<file path="src/rtl/sfr_pkg.sv">
package sfr_pkg;
  typedef struct packed {
    logic loadTx;
    logic shiftTx;
    logic shiftRx;
    logic commitRd;
    logic commitWr;
  } frameStb_t;
endpackage

</file>
<file path="src/rtl/sfr_ctrl.sv">
module sfr_ctrl
  import sfr_pkg::*;
#(
  parameter int FRAME_BITS  = 16,
  parameter int SYNC_STAGES = 2
) (
  input  logic      clk,
  input  logic      rstN,
  input  logic      sclk,
  input  logic      csN,
  input  logic      mosi,
  input  logic      hdrWrite,
  output frameStb_t stb,
  output logic      mosiBit,
  output logic      cntFail
);
  localparam int CNT_W = $clog2(FRAME_BITS + 2);
  localparam logic [CNT_W-1:0] CNT_FULL = CNT_W'(FRAME_BITS);
  localparam logic [CNT_W-1:0] CNT_MAX  = CNT_W'(FRAME_BITS + 1);

  logic [SYNC_STAGES-1:0] sclkPipe, csPipe, mosiPipe;
  logic sclkPrev, csPrev;
  logic [CNT_W-1:0] bitCnt;

  // synchroniser chains, one per serial input
  generate
    for (genvar s = 0; s < SYNC_STAGES; s++) begin : g_sync
      if (s == 0) begin : g_first
        always_ff @(posedge clk or negedge rstN) begin
          if (!rstN) begin
            sclkPipe[0] <= 1'b0;
            csPipe[0]   <= 1'b1;
            mosiPipe[0] <= 1'b0;
          end else begin
            sclkPipe[0] <= sclk;
            csPipe[0]   <= csN;
            mosiPipe[0] <= mosi;
          end
        end
      end else begin : g_next
        always_ff @(posedge clk or negedge rstN) begin
          if (!rstN) begin
            sclkPipe[s] <= 1'b0;
            csPipe[s]   <= 1'b1;
            mosiPipe[s] <= 1'b0;
          end else begin
            sclkPipe[s] <= sclkPipe[s-1];
            csPipe[s]   <= csPipe[s-1];
            mosiPipe[s] <= mosiPipe[s-1];
          end
        end
      end
    end
  endgenerate

  logic sclkS, csS;
  assign sclkS   = sclkPipe[SYNC_STAGES-1];
  assign csS     = csPipe[SYNC_STAGES-1];
  assign mosiBit = mosiPipe[SYNC_STAGES-1];

  always_ff @(posedge clk or negedge rstN) begin
    if (!rstN) begin
      sclkPrev <= 1'b0;
      csPrev   <= 1'b1;
    end else begin
      sclkPrev <= sclkS;
      csPrev   <= csS;
    end
  end

  logic csFall, csRise, sclkRise, sclkFall, countOk;
  assign csFall   = csPrev & ~csS;
  assign csRise   = ~csPrev & csS;
  assign sclkRise = ~sclkPrev & sclkS & ~csS;
  assign sclkFall = sclkPrev & ~sclkS & ~csS;
  assign countOk  = (bitCnt == CNT_FULL);

  always_ff @(posedge clk or negedge rstN) begin
    if (!rstN) begin
      bitCnt <= '0;
    end else if (csFall) begin
      bitCnt <= '0;
    end else if (sclkRise && bitCnt != CNT_MAX) begin
      bitCnt <= bitCnt + 1'b1;
    end
  end

  always_comb begin
    stb.loadTx   = csFall;
    stb.shiftTx  = sclkFall;
    stb.shiftRx  = sclkRise;
    stb.commitRd = csRise & countOk;
    stb.commitWr = csRise & countOk & hdrWrite;
  end

  always_ff @(posedge clk or negedge rstN) begin
    if (!rstN) cntFail <= 1'b0;
    else       cntFail <= csRise & ~countOk;
  end

  // counter saturates one past a full frame
  p_cnt_bound_r1: assert property (@(posedge clk) disable iff (!rstN)
    bitCnt <= CNT_MAX);
  // failure pulse lasts one cycle
  p_fail_single_r2: assert property (@(posedge clk) disable iff (!rstN)
    cntFail |=> !cntFail);
  // a rejected frame never also commits
  p_fail_no_commit_r1: assert property (@(posedge clk) disable iff (!rstN)
    cntFail |-> !$past(stb.commitRd));
endmodule

</file>
<file path="src/rtl/sfr_dp.sv">
module sfr_dp
  import sfr_pkg::*;
#(
  parameter int FRAME_BITS = 16,
  parameter int DATA_W     = FRAME_BITS - 4,
  parameter logic [DATA_W-1:0] RSVD_MASK = 12'hE20,
  parameter int RLC_BIT    = 8,
  parameter logic [1:0] SYS_GROUP = 2'b10
) (
  input  logic              clk,
  input  logic              rstN,
  input  frameStb_t         stb,
  input  logic              mosiBit,
  input  logic [FRAME_BITS-1:0] rbData,
  input  logic              failSafeEntry,
  output logic              hdrWrite,
  output logic              miso,
  output logic [2:0]        rbSel,
  output logic              wrStb,
  output logic [1:0]        wrGroup,
  output logic [DATA_W-1:0] wrData,
  output logic [DATA_W-1:0] sysCfg
);
  localparam int GRP_HI = FRAME_BITS - 1;
  localparam int GRP_LO = FRAME_BITS - 2;
  localparam int SEL_B  = FRAME_BITS - 3;
  localparam int RO_B   = FRAME_BITS - 4;
  localparam logic [DATA_W-1:0] CFG_RESET = DATA_W'(1) << RLC_BIT;

  logic [FRAME_BITS-1:0] rxWord, txWord;
  logic [1:0] rxGroup;

  assign rxGroup  = rxWord[GRP_HI:GRP_LO];
  assign hdrWrite = ~rxWord[RO_B] & (rxGroup != 2'b00);
  assign miso     = txWord[FRAME_BITS-1];

  always_ff @(posedge clk or negedge rstN) begin
    if (!rstN)            rxWord <= '0;
    else if (stb.shiftRx) rxWord <= {rxWord[FRAME_BITS-2:0], mosiBit};
  end

  always_ff @(posedge clk or negedge rstN) begin
    if (!rstN)            txWord <= '0;
    else if (stb.loadTx)  txWord <= rbData;
    else if (stb.shiftTx) txWord <= {txWord[FRAME_BITS-2:0], 1'b0};
  end

  always_ff @(posedge clk or negedge rstN) begin
    if (!rstN)             rbSel <= 3'b000;
    else if (stb.commitRd) rbSel <= {rxGroup, rxWord[SEL_B]};
  end

  always_ff @(posedge clk or negedge rstN) begin
    if (!rstN) begin
      wrStb   <= 1'b0;
      wrGroup <= 2'b00;
      wrData  <= '0;
    end else begin
      wrStb <= stb.commitWr;
      if (stb.commitWr) begin
        wrGroup <= rxGroup;
        wrData  <= rxWord[DATA_W-1:0];
      end
    end
  end

  logic [DATA_W-1:0] cfgNext;
  always_comb begin
    cfgNext = sysCfg;
    if (stb.commitWr && rxGroup == SYS_GROUP)
      cfgNext = rxWord[DATA_W-1:0] & ~RSVD_MASK;
    if (failSafeEntry)
      cfgNext[RLC_BIT] = 1'b1;
  end

  always_ff @(posedge clk or negedge rstN) begin
    if (!rstN) sysCfg <= CFG_RESET;
    else       sysCfg <= cfgNext;
  end

  // readback select changes only on accepted frames
  p_rbsel_hold_r6: assert property (@(posedge clk) disable iff (!rstN)
    !stb.commitRd |=> $stable(rbSel));
  // group 00 never produces a write
  p_wr_group_r3: assert property (@(posedge clk) disable iff (!rstN)
    wrStb |-> wrGroup != 2'b00);
  // every strobe follows a commit decision of the control
  p_wr_from_commit_r5: assert property (@(posedge clk) disable iff (!rstN)
    wrStb |-> $past(stb.commitWr));
  // strobe is a single cycle
  p_wr_single_r5: assert property (@(posedge clk) disable iff (!rstN)
    wrStb |=> !wrStb);
  // fail-safe entry leaves reset-length bit set
  p_failsafe_rlc_r10: assert property (@(posedge clk) disable iff (!rstN)
    failSafeEntry |=> sysCfg[RLC_BIT]);
endmodule

</file>
<file path="src/rtl/serial_cfg_port.sv">
module serial_cfg_port #(
  parameter int FRAME_BITS  = 16,
  parameter int SYNC_STAGES = 2,
  parameter int DATA_W      = FRAME_BITS - 4
) (
  input  logic                  clk,
  input  logic                  rstN,
  input  logic                  sclk,
  input  logic                  csN,
  input  logic                  mosi,
  output logic                  miso,
  input  logic [FRAME_BITS-1:0] rbData,
  output logic [2:0]            rbSel,
  output logic                  wrStb,
  output logic [1:0]            wrGroup,
  output logic [DATA_W-1:0]     wrData,
  output logic                  cntFail,
  input  logic                  failSafeEntry,
  output logic [DATA_W-1:0]     sysCfg
);
  sfr_pkg::frameStb_t stb;
  logic mosiBit, hdrWrite;

  sfr_ctrl #(.FRAME_BITS(FRAME_BITS), .SYNC_STAGES(SYNC_STAGES)) u_ctrl (
    .clk(clk), .rstN(rstN), .sclk(sclk), .csN(csN), .mosi(mosi),
    .hdrWrite(hdrWrite), .stb(stb), .mosiBit(mosiBit), .cntFail(cntFail)
  );

  sfr_dp #(.FRAME_BITS(FRAME_BITS), .DATA_W(DATA_W)) u_dp (
    .clk(clk), .rstN(rstN), .stb(stb), .mosiBit(mosiBit), .rbData(rbData),
    .failSafeEntry(failSafeEntry), .hdrWrite(hdrWrite), .miso(miso),
    .rbSel(rbSel), .wrStb(wrStb), .wrGroup(wrGroup), .wrData(wrData),
    .sysCfg(sysCfg)
  );
endmodule

</file>
<file path="config.mk">
export PLATFORM = sky130hd
export DESIGN_NAME = serial_cfg_port
export DESIGN_NICKNAME = d
export VERILOG_FILES = /design/src/rtl/sfr_pkg.sv /design/src/rtl/sfr_ctrl.sv /design/src/rtl/sfr_dp.sv /design/src/rtl/serial_cfg_port.sv
export SDC_FILE = /design/constraint.sdc
export NUM_CORES = 1
export LEC_CHECK = 0
export ABC_AREA = 1
export BUFFER_PORTS_ARGS = -buffer_cell sky130_fd_sc_hd__buf_2
export CORE_UTILIZATION = 58
export DETAILED_ROUTE_END_ITERATION = 16
export GPL_TIMING_DRIVEN = 0
export PLACE_DENSITY = 0.82
export SLEW_MARGIN = 20
export SYNTH_ARGS = -nofsm -noshare
export SYNTH_HDL_FRONTEND = slang
export SYNTH_SLANG_ARGS = --single-unit
</file>
<file path="constraint.sdc">
create_clock -name clk -period 2.1 [get_ports clk]
set_input_delay 0.21 -clock clk [delete_from_list [all_inputs] [get_ports clk]]
set_output_delay 0.21 -clock clk [all_outputs]
set_load 0.01 [all_outputs]
</file>
# Yosys cells after proc, flatten, opt, wreduce, memory -nomap -nowiden

Index checks and enable logic that the tools add are counted.

Equality and inequality tests: 3
Reduce and logical (&&, ||, !) cells: 6
Bitwise logic cells: 16
Muxes and demuxes: 6
Add/sub/neg operators: 1

Operators with widths:

| operator                                                      | number |
|---|---|
| 16-bit 2-to-1 mux                                             | 2 |
| 1-bit bitwise AND                                             | 10 |
| 5-bit 2-to-1 mux                                              | 2 |
| 9-bit 2-to-1 mux                                              | 1 |
| 2-bit nonzero test                                            | 4 |
| 1-bit inverter                                                | 6 |
| 5-bit by 1-bit adder with 5-bit output, second input constant | 1 |
| 5-bit == test, second input constant                          | 1 |
| 5-bit != test, second input constant                          | 1 |
| 2-bit == test, second input constant                          | 1 |
| 1-bit logical AND                                             | 2 |
| 1-bit 2-to-1 mux                                              | 1 |

Input port bits: 22
Register bits after elaboration: 72

# Longest topological paths before layout

Depth after elaboration: 7
Depth in mapped cells: 10

# Cells and area by module

From an unflattened synthesis, not the netlist that was laid out.

Cell total of the unflattened synthesis: 305
Area total of the unflattened synthesis: 2910.3 µm²

Modules (own cells, without submodules):

| module   | seq. area each (µm²) | area an instance (µm²) | cells an instance | times used |
|---|---|---|---|---|
| sfr_dp   | 1452.6               | 2275.9                 | 241               | 1 |
| sfr_ctrl | 354.1                | 634.4                  | 64                | 1 |

# Least setup slack after synthesis

Ideal clock, no wire load.

Kind: register to register
Start: register u_ctrl.bitCnt[0]
End: register u_dp.sysCfg[6]
Cell stages (with the launch flop): 11
Slack: 0.710 ns
Library setup time: 0.119 ns
Arrival time: 1.271 ns
Clock period less this slack: 1.390 ns
Cells stage by stage: dfrtp_1 > inv_1 > ha_1 > nand2_1 > clkinv_1 > nand2_4 > nor2_8 > nand3_4 > buf_6 > nand2_2 > o21ai_2

Cells in the longest elaborated chain, start to end: 4

Ends and longest elaborated chain:

| what                            | RTL line       | RTL |
|---|---|---|
| start: declaration              | sfr_ctrl.sv:23 | `logic [CNT_W-1:0] bitCnt;` |
| start signal: assignment        | sfr_ctrl.sv:84 | `bitCnt <= bitCnt + 1'b1;` |
| 5-bit == test                   | sfr_ctrl.sv:76 | `assign countOk = (bitCnt == CNT_FULL);` |
| 1-bit bitwise AND (2 in series) | sfr_ctrl.sv:93 | `stb.commitWr = csRise & countOk & hdrWrite;` |
| 1-bit logical AND               | sfr_dp.sv:70   | `if (stb.commitWr && rxGroup == SYS_GROUP)` |
| end signal: assignment          | sfr_dp.sv:78   | `else sysCfg <= cfgNext;` |
| end: declaration                | sfr_dp.sv:22   | `output logic [DATA_W-1:0] sysCfg` |

Every way passes these cells.
A chain may end at the register's enable or synchronous reset.

# Final worst setup path

Start: register u_ctrl.bitCnt[0]
End: register u_dp.wrGroup[1]

Cells in the longest elaborated chain, start to end: 3

Ends and longest elaborated chain:

| what                            | RTL line       | RTL |
|---|---|---|
| 5-bit == test                   | sfr_ctrl.sv:76 |  |
| 1-bit bitwise AND (2 in series) | sfr_ctrl.sv:93 |  |
| end signal: assignment          | sfr_dp.sv:61   | `wrGroup <= rxGroup;` |
| end: declaration                | sfr_dp.sv:20   | `output logic [1:0] wrGroup,` |

Every way passes these cells.

==> metrics.csv <==
stage,metric,value,unit
die,dieArea,5530,um^2
route,ant_nets,0,
die,start_util,0.623,
synthesis,synth_top_family_by_area,simple AND/OR/NAND/NOR gates,
synthesis,muxShareOfSynthArea,0,
critical_path,critical_path.max_fanout,10,
timing,rsz0062_at_grt,no,
synthesis,ys_seq_area_frac,0.594,
critical_path,cp.required,2.37,ns
power_and_ir_drop,ir_drop,0.613,mV
synthesis,post_synth_num_cell_types,28,
final_layout,diodes,0,
critical_path,crit_path_end_kind,flip-flop,
die,io_pins,54,
die,fp.dieH,74.4,um
synthesis,synth_fa_ha_area_frac,0.0124,
min_path,hold_class,input pin to flip-flop,
synthesis,synth_edf_count,0,
cts,cts_root_buffer,clkbuf_8,
synthesis,synth_xor_area_frac,0.00865,
critical_path,ff2ff_path_depth,10,
critical_path,cp-endpoint,u_dp.wrGroup[1],
critical_path,critPathKind,flip-flop to flip-flop,
timing,period_minus_slack,1.60,ns
final_layout,layout-drive-gt1-share,0.343,
critical_path,critPathLaunch,u_ctrl.bitCnt[0],
route,wirelength_met1,2670,um
cts,cts.path.max_buffers,2,
route,vias,2261,
global_route,grt_max_degree,58,
synthesis,syn-mean-instance-area,10.0,um^2
timing,skew,0.00707,ns
route,drt-initial-drc-count,164,
synthesis,synth-seq-cells,72,
cts,htree_levels,3,
route,wl_met3,249,um
final_layout,fin_nets,396,
synthesis,async_reset_ff_frac,1.00,
route,via_per_inst,5.10,
timing,finalSetupViolations,0,
route,drc,0,
status,status,"finished, final reports clean",
cts,clk_pin_slew,0.07,ns
flow_run,drv_cap,0,
placement,place.gp.congestion,0.767,
route,top_layer,met4,
synthesis,synthesis.area,3040,um^2
global_route,grt_use_total,0.244,
placement,hpwlAfterDp,4000,um
global_route,first_global_vias,2077,
critical_path,r2r_setup_slack,0.50,ns
cts,clk_latency,0.35,ns
synthesis,synth-compound-area-share,0.0963,
timing,slew_violations,0,
power_and_ir_drop,p_leak,1.90,nW
global_route,grt-ovfl-total,0,
global_route,antenna_found_initial,0,
timing,hold_violations,0,
die,rows,25,
placement,place_area,3410,um^2
die,die_x,74.4,um
power_and_ir_drop,power.density,839,nW/um^2
synthesis,syn_inst,303,
critical_path,startpoint_type,flip-flop,
critical_path,rr_endpoint,u_dp.wrGroup[1],
final_layout,area_growth,20.4,%
synthesis,synth_top_flop_cell,dfrtp_1,
route,detail_route.wl_per_cell,13.6,um
synthesis,yosysWarnings,0,
timing,max_freq,626,MHz
route,routed_wl,6010,um
critical_path,r2r-start,u_ctrl.bitCnt[0],
global_route,grt_pass1_wl,9720,um
die,core_area,4880,um^2
route,route.met2.wl,2960,um
cts,numCtsBuffers,9,
cts,clock-sinks,72,
final_layout,stdcell_area,3660,um^2
placement,port_buffers,49,
cts,cts_tree,done,
route,dr.pass1.iters,4,
timing,period_share,0.760,
timing,setup-tns-final,0,ns
critical_path,critical_path_arrival,1.86,ns
synthesis,synth_simple_gate_area_frac,0.220,
==> timing repair <==
action | CTS | global route
setup buffers | 0 | 0
setup endpoints to repair | 0 | 0
endpoints found under the hold margin | 18 | 0
hold buffers | 4 | 0
resized for setup | 0 | 0
==> registers in the layout (all words and copies together) (netlist names) <==
signal,cells
u_ctrl.bitCnt,5
u_ctrl.cntFail,1
u_ctrl.csPipe,1
u_ctrl.csPrev,1
u_ctrl.csS,1
u_ctrl.mosiBit,1
u_ctrl.mosiPipe,1
u_ctrl.sclkPipe,1
u_ctrl.sclkPrev,1
u_ctrl.sclkS,1
u_dp.rbSel,3
u_dp.rxWord,16
u_dp.sysCfg,8
u_dp.txWord,16
u_dp.wrData,12
u_dp.wrGroup,2
u_dp.wrStb,1
==> layout by cell type (no fill, tap or decap), types with 3 or more instances in the layout <==
cell type,synthesis,layout
nand2_1,94,94
dfrtp_1,68,68
buf_2,4,52
nand3_1,27,27
o21ai_2,19,19
inv_1,18,18
o21ai_1,16,16
clkbuf_8,0,12
nand2_2,10,10
buf_4,7,8
inv_2,7,7
o21ai_0,4,4
conb_1,1,4
dlygate4sd3_1,0,4
dfstp_2,4,4
buf_6,3,3
xor2_1,3,3
ha_1,3,3
==> routing by layer <==
metal | global-route usage | vias up
li1 | - | 1091
met1 | 0.330 | 1100
met2 | 0.376 | 57
met3 | 0.0461 | 13
met4 | 0.130 | 0
met5 | 0 | -
==> synth_stat cells (3+ instances only) <==
library cell | instances | share of area
nand2_1 | 94 | 0.12
dfrtp_1 | 68 | 0.56
inv_1 | 18 | 0.022
buf_2 | 4 | 0.0066
nand3_1 | 27 | 0.044
nand2_2 | 10 | 0.021
dfstp_2 | 4 | 0.035
o21ai_2 | 19 | 0.055
o21ai_1 | 16 | 0.026
o21ai_0 | 4 | 0.0066
inv_2 | 7 | 0.0086
buf_6 | 3 | 0.011
ha_1 | 3 | 0.012
xor2_1 | 3 | 0.0086
buf_4 | 7 | 0.017
==> how the worst min path moves through the flow <==
stage                   from          endpoint  cells past startpoint
2_1_floorplan           rstN  u_ctrl.bitCnt[0]                      0
3_3_place_gp             csN  u_ctrl.csPipe[0]                      1
3_5_place_dp            rstN   u_dp.txWord[13]                      1
4_1_cts        failSafeEntry    u_dp.sysCfg[8]                      3
5_1_grt        failSafeEntry    u_dp.sysCfg[8]                      3
6_report       failSafeEntry    u_dp.sysCfg[8]                      3
==> stage by stage <==
step | setup WS [ns] | total power [mW] | utilization | hold WS (ns) | instances
2_1_floorplan | 0.710 | 1.83 | - | -0.0856 | 306
3_3_place_gp | 0.456 | 1.92 | 0.693 | 0.315 | 422
3_5_place_dp | 0.533 | 1.95 | 0.699 | 0.0838 | 423
4_1_cts | 0.520 | 3.07 | 0.750 | 0.0580 | 443
5_1_grt | 0.387 | 3.19 | 0.750 | 0.0657 | 443
6_report | 0.503 | 3.07 | 0.750 | 0.0537 | 443
==> cell families (layout without fill, tap and decap cells) <==
logic type / after synthesis / in the layout
XOR/XNOR: 3 / 3
adder cells (fa/ha/maj): 3 / 3
flip-flops: 72 / 72
buffers and inverters: 40 / 110
AND/OR/NAND/NOR: 143 / 143
AO/OA/AOI/OAI: 41 / 41
other: 1 / 4
==> power breakdown <==
group          total (mW)  internal, mW  switching, mW  leakage [nW]
logic               0.339         0.127          0.212         0.848
clock network        1.13         0.642          0.489         0.109
registers            1.60          1.51         0.0930         0.946
==> area by class of cell <==
cell class              instances  area, um^2
inverters                      26        97.6
flip-flops and latches         72        1810
multi-input cells             194        1040
fillers                       350        1220
plain buffers                  14         106
clock inverters                 3        40.0
clock buffers                  13         169
repair buffers                 54         315
well taps                      67        83.8
==> worst max-delay path, stage by stage, from the launching register on <==
cell,delay (ns)
dfrtp_1,0.42
inv_1,0.08
ha_1,0.19
nand2_1,0.06
clkinv_1,0.11
nand2_4,0.10
nor2_8,0.05
nand2_4,0.14
buf_6,0.20
nand2_1,0.07
o21ai_1,0.08
Power figures use the tool's default switching activity.
